$ cat config.mk
export PLATFORM = sky130hd
export DESIGN_NAME = bd_quat_mapper
export DESIGN_NICKNAME = d
export VERILOG_FILES = /design/src/rtl/qmap_pkg.sv /design/src/rtl/qmap_field_pack.sv /design/src/rtl/qmap_seq.sv /design/src/rtl/qmap_sym_enc.sv /design/src/rtl/bd_quat_mapper.sv
export SDC_FILE = /design/constraint.sdc
export NUM_CORES = 1
export LEC_CHECK = 0
export BUFFER_PORTS_ARGS = -buffer_cell sky130_fd_sc_hd__buf_4
export CORE_UTILIZATION = 35
export DETAILED_ROUTE_END_ITERATION = 7
export GPL_TIMING_DRIVEN = 0
export RECOVER_POWER = 50
export SLEW_MARGIN = 20
export SYNTH_ARGS = -nofsm -noshare
export SYNTH_HDL_FRONTEND = slang
export SYNTH_SLANG_ARGS = --single-unit
$ cat constraint.sdc
create_clock -name clk_i -period 2.65 [get_ports clk_i]
set_input_delay 0.3975 -clock clk_i [delete_from_list [all_inputs] [get_ports clk_i]]
set_output_delay 0.3975 -clock clk_i [all_outputs]
set_load 0.02 [all_outputs]
$ cat src/rtl/qmap_pkg.sv
`timescale 1ns/1ps
package qmap_pkg;
  typedef struct packed {
    logic sign;
    logic mag;
  } quat_t;

  typedef logic signed [2:0] sym_t;

  localparam sym_t SYM_P3 = 3'sd3;
  localparam sym_t SYM_P1 = 3'sd1;
  localparam sym_t SYM_M1 = -3'sd1;
  localparam sym_t SYM_M3 = -3'sd3;
endpackage

$ cat src/rtl/qmap_field_pack.sv
`timescale 1ns/1ps
// Interleaves B1, B2, D into transmit order, first quat in the top two bits.
module qmap_field_pack #(
  parameter int unsigned B_W = 8,
  parameter int unsigned D_W = 2,
  localparam int unsigned FIELD_W = 2*B_W + D_W
) (
  input  logic [B_W-1:0]     b1_i,
  input  logic [B_W-1:0]     b2_i,
  input  logic [D_W-1:0]     d_i,
  output logic [FIELD_W-1:0] field_o
);
  localparam int unsigned BQ = B_W/2;
  localparam int unsigned DQ = D_W/2;

  for (genvar g = 0; g < BQ; g++) begin : g_b1
    assign field_o[FIELD_W-1-2*g -: 2] = b1_i[B_W-1-2*g -: 2];
  end
  for (genvar g = 0; g < BQ; g++) begin : g_b2
    assign field_o[FIELD_W-1-2*(BQ+g) -: 2] = b2_i[B_W-1-2*g -: 2];
  end
  for (genvar g = 0; g < DQ; g++) begin : g_d
    assign field_o[D_W-1-2*g -: 2] = d_i[D_W-1-2*g -: 2];
  end
endmodule

$ cat src/rtl/qmap_seq.sv
`timescale 1ns/1ps
module qmap_seq
  import qmap_pkg::*;
#(
  parameter int unsigned FIELD_W = 18,
  localparam int unsigned NQ    = FIELD_W/2,
  localparam int unsigned CNT_W = $clog2(NQ)
) (
  input  logic               clk_i,
  input  logic               rst_ni,
  input  logic               en_i,
  input  logic               load_i,
  input  logic [FIELD_W-1:0] field_i,
  output quat_t              quat_o,
  output logic               vld_o,
  output logic               last_o,
  output logic               err_o
);
  localparam logic [CNT_W-1:0] LAST_IDX = CNT_W'(NQ-1);

  logic               busy_q;
  logic [CNT_W-1:0]   cnt_q;
  logic [FIELD_W-1:0] sr_q;
  logic               err_q;
  logic               adv, at_last, accept;

  assign adv     = busy_q & en_i;
  assign at_last = (cnt_q == LAST_IDX);
  // a field may enter on the cycle its predecessor's last quat leaves
  assign accept  = load_i & (~busy_q | (adv & at_last));

  always_ff @(posedge clk_i or negedge rst_ni) begin
    if (!rst_ni) begin
      busy_q <= 1'b0;
      cnt_q  <= '0;
      sr_q   <= '0;
      err_q  <= 1'b0;
    end else begin
      err_q <= load_i & ~accept;
      if (accept) begin
        busy_q <= 1'b1;
        cnt_q  <= '0;
        sr_q   <= field_i;
      end else if (adv) begin
        sr_q <= {sr_q[FIELD_W-3:0], 2'b00};
        if (at_last) begin
          busy_q <= 1'b0;
          cnt_q  <= '0;
        end else begin
          cnt_q <= cnt_q + 1'b1;
        end
      end
    end
  end

  assign quat_o.sign = sr_q[FIELD_W-1];
  assign quat_o.mag  = sr_q[FIELD_W-2];
  assign vld_o       = adv;
  assign last_o      = adv & at_last;
  assign err_o       = err_q;
endmodule

$ cat src/rtl/qmap_sym_enc.sv
`timescale 1ns/1ps
module qmap_sym_enc
  import qmap_pkg::*;
(
  input  quat_t quat_i,
  output sym_t  sym_o
);
  always_comb begin
    unique case ({quat_i.sign, quat_i.mag})
      2'b10:   sym_o = SYM_P3;
      2'b11:   sym_o = SYM_P1;
      2'b01:   sym_o = SYM_M1;
      default: sym_o = SYM_M3;
    endcase
  end
endmodule

$ cat src/rtl/bd_quat_mapper.sv
`timescale 1ns/1ps
module bd_quat_mapper
  import qmap_pkg::*;
#(
  parameter int unsigned B_W = 8,
  parameter int unsigned D_W = 2,
  localparam int unsigned FIELD_W = 2*B_W + D_W
) (
  input  logic           clk_i,
  input  logic           rst_ni,
  input  logic           en_i,
  input  logic           load_i,
  input  logic [B_W-1:0] b1_i,
  input  logic [B_W-1:0] b2_i,
  input  logic [D_W-1:0] d_i,
  output logic           quat_vld_o,
  output logic           sign_o,
  output logic           mag_o,
  output logic [2:0]     sym_o,
  output logic           last_o,
  output logic           load_err_o
);
  logic [FIELD_W-1:0] field;
  quat_t              quat;
  sym_t               sym;

  qmap_field_pack #(.B_W(B_W), .D_W(D_W)) u_pack (
    .b1_i    (b1_i),
    .b2_i    (b2_i),
    .d_i     (d_i),
    .field_o (field)
  );

  qmap_seq #(.FIELD_W(FIELD_W)) u_seq (
    .clk_i   (clk_i),
    .rst_ni  (rst_ni),
    .en_i    (en_i),
    .load_i  (load_i),
    .field_i (field),
    .quat_o  (quat),
    .vld_o   (quat_vld_o),
    .last_o  (last_o),
    .err_o   (load_err_o)
  );

  qmap_sym_enc u_enc (
    .quat_i (quat),
    .sym_o  (sym)
  );

  assign sign_o = quat.sign;
  assign mag_o  = quat.mag;
  assign sym_o  = sym;
endmodule

==> impl_metrics.csv <==
group,metric,value,unit
clocking,cts-buffers-inserted,3,
synth,synth_compound_area_frac,0.2781,
clocking,ctsHoldBuffers,0,
worst_setup_path,critPathBufInv,3,
worst_setup_path,critical_path.cell_chain,"clkbuf_1 -> nand2_1 -> inv_1 -> and4_1 -> buf_4",
sta,final.setup.tns,0,ps
synth,syn_area,0.001737,sq mm
power,intPower,1.031,mW
routing,ant_nets,0,
final_layout,multiInputGateArea,954.7,sq um
routing,wirelength,4374,um
clocking,clk_latency,270,ps
worst_hold_path,hp-class,"in -> reg",
final_layout,drive_gt1_frac,0.1806,
sta,rsz0062_at_grt,"false",
power,seqPwrFrac,0.377,
global_routing,track_usage,0.1768,
routing,drc_errors,0,
sta,setup_slack,683.9,ps
sta,worstMarginPinSlew,1370,ps
worst_setup_path,r2r_start,"u_seq.cnt_q[0]",
outcome,status,"completed",
floorplan,start_util,0.3653,
sta,min_period,1966,ps
synth,yosys.area_share.simple,0.1376,
routing,wl_met1,2201,um
floorplan,die_area,0.005248,sq mm
power,p_sw_frac,0.3699,
worst_setup_path,critPathKind,"reg -> out",
floorplan,core,0.004755,sq mm
routing,drt-initial-drc-count,96,
floorplan,fp.dieW,72.44,um
worst_setup_path,crit_start,"u_seq.busy_q",
clocking,ctsResizeCount,0,
clocking,cts_setup_buffers,0,
worst_setup_path,rrSetupSlack,850,ps
clocking,clk_path_buf_depth,2,
power,pwr-share-clk,0.203,
synth,synth_top_family_by_area,"compound AO/OA/AOI/OAI gates",
placed_design,place_ws,876.7,ps
power,cellPowerDensity,787.0,mW/mm^2
placed_design,place_hpwl,3049,um
sta,finClkSkew,3.965,ps
power,irDropWorstVdd,0.0003794,V
worst_setup_path,arrival,1570,ps
floorplan,pin_count,30,
final_layout,final_common_cell,"buf_4",
final_layout,final_util,0.4374,
sta,setup_viol,0,
synth,yosysWarnings,0,
final_layout,syn_to_final_growth,19.74,%
routing,route.met2.wl,1987,um
placed_design,place_congestion,0.7363,
power,p_comb_frac,0.420,
worst_setup_path,path_max_fanout,9,
routing,highest_layer,"met4",
final_layout,nFillCells,504,
routing,wl_met3,160,um
worst_hold_path,worst_hold_startpoint,"d_i[0]",
synth,synth.area.mux_share,0.09798,
clocking,clock-root-buffer,"clkbuf_8",
global_routing,gr-total-overflow,0,
synth,synthXorXnorAreaFrac,0.005043,
synth,synth-edff-count,0,
synth,syn_inst,185,
synth,synth_cell_types,34,
routing,post_drt_via_cell_ratio,5.314,
clocking,cts_sinks,24,
placed_design,portBuffers,27,
sta,hold_violations,0,
sta,slew_headroom,0.08660,
routing,routedWlPerCell,15.46,um
global_routing,grt_pass1_vias,1424,
power,p_leak,0.8854,nW
final_layout,layout_common_cells,"25 x buf_4, 24 x dfrtp_1, 21 x inv_1",
worst_setup_path,crit_family,"simple AND/OR/NAND/NOR gates",
sta,clock.fmax,0.5086,GHz
final_layout,fin_nets,243,
clocking,path_clk_slew,90,ps
worst_setup_path,endpoint_kind,"output port",
worst_setup_path,crit_slowest_cell,"dfrtp_1",
clocking,tritoncts,"built",
synth,syn_nets,211,
power,power.total,1.636,mW
sta,fin_crit_sh,0.7419,
floorplan,rows,25,
synth,yosysSeqAreaShare,0.3458,
synth,synth-seq-cells,24,
global_routing,grt_pass1_wl,7203,um
synth,synthAdderAreaFrac,0.02882,
synth,async_flop_share,1.000,
final_layout,seq_area,600.6,sq um
synth,synthFlopType,"dfrtp_1",
routing,first_pass_iters,4,
floorplan,die_h,72.44,um
synth,syn_area_per_cell,9.387,sq um
clocking,htree_levels,1,
global_routing,antenna_found_initial,0,
sta,drv_slew,0,
routing,num_vias,1504,
power,power_switching,0.6054,mW
job,maxCapViolCount,0,
worst_setup_path,start_kind,"flip-flop",
worst_setup_path,critPathMaxStageDelay,370,ps
final_layout,antenna-diode-count,0,
worst_setup_path,cp_data_required_time,2250,ps
global_routing,grt_max_degree,25,
synthesized netlist by cell type (3+ instances only):
cell type,n,area share
a211o_1,14,0.071
a2bb2oi_1,15,0.076
buf_2,4,0.012
clkbuf_1,7,0.015
dfrtp_1,24,0.35
ha_1,4,0.029
inv_1,21,0.045
mux2i_1,17,0.098
nand2_1,7,0.015
nand3_1,5,0.014
nor2_1,4,0.0086
nor2b_1,17,0.061
o211ai_1,3,0.013
o21ai_0,5,0.014
o221ai_1,15,0.076
path summary, 6_finish.rpt:
| path | depth (start not counted) | endpoint |
|---|---|---|
| min in group asynchronous | 1 | u_seq.sr_q[11] |
| max reg2reg | 7 | u_seq.sr_q[6] |
| min | 3 | u_seq.sr_q[0] |
| max in group asynchronous | 1 | u_seq.sr_q[2] |
| max | 5 | last_o |
| min reg2reg | 1 | u_seq.cnt_q[0] |
logic make-up after synthesis:
logic type      count (synthesis)
compound gates                 59
xor+xnor                        1
fa+ha+maj                       4
buf+inv                        38
flops                          24
mux                            17
other cells                     1
simple gates                   41
layout make-up:
type,count,share of cell area
multi-input combinational,123,0.4591
sequential,24,0.2888
timing repair buffer,27,0.09025
buffer,16,0.04753
tap,67,0.04031
inverter,22,0.03971
clock buffer,3,0.01986
clock inverter,1,0.01444
per-stage QoR:
stage	instances	hold slack (ps)	instance area (sq um)
final	283	367.2	2079
after global routing	283	392.0	2079
after CTS	283	23.60	2095
after detailed placement	279	325.2	2023
after global placement	279	330.8	2023
after floorplan	185	101.9	1737
worst min-delay path, stage by stage:
cell and delay [ps]:
buf_4 80, nand3_1 50, o211ai_1 70
power groups by stage:
stage	Clock (mW)	Sequential [mW]	Combinational [mW]
3_3_place_gp	0	0.624	0.696
3_5_place_dp	0	0.624	0.704
4_1_cts	0.339	0.616	0.707
5_1_grt	0.352	0.638	0.766
6_report	0.333	0.617	0.687
2_1_floorplan	0	0.610	0.502
metal layers:
layer | track usage | up-vias
met3 | 0.02917 | 2
li1 | - | 741
met5 | 0 | -
met4 | 0.02614 | 0
met2 | 0.2856 | 36
met1 | 0.2533 | 725
sequential cells by signal, indices dropped and copies added (netlist names):
name and flops:
u_seq.cnt_q 4, u_seq.sr_q 18, u_seq.busy_q 1, u_seq.err_o 1
Note: power is estimated with default switching activity, not from simulation.
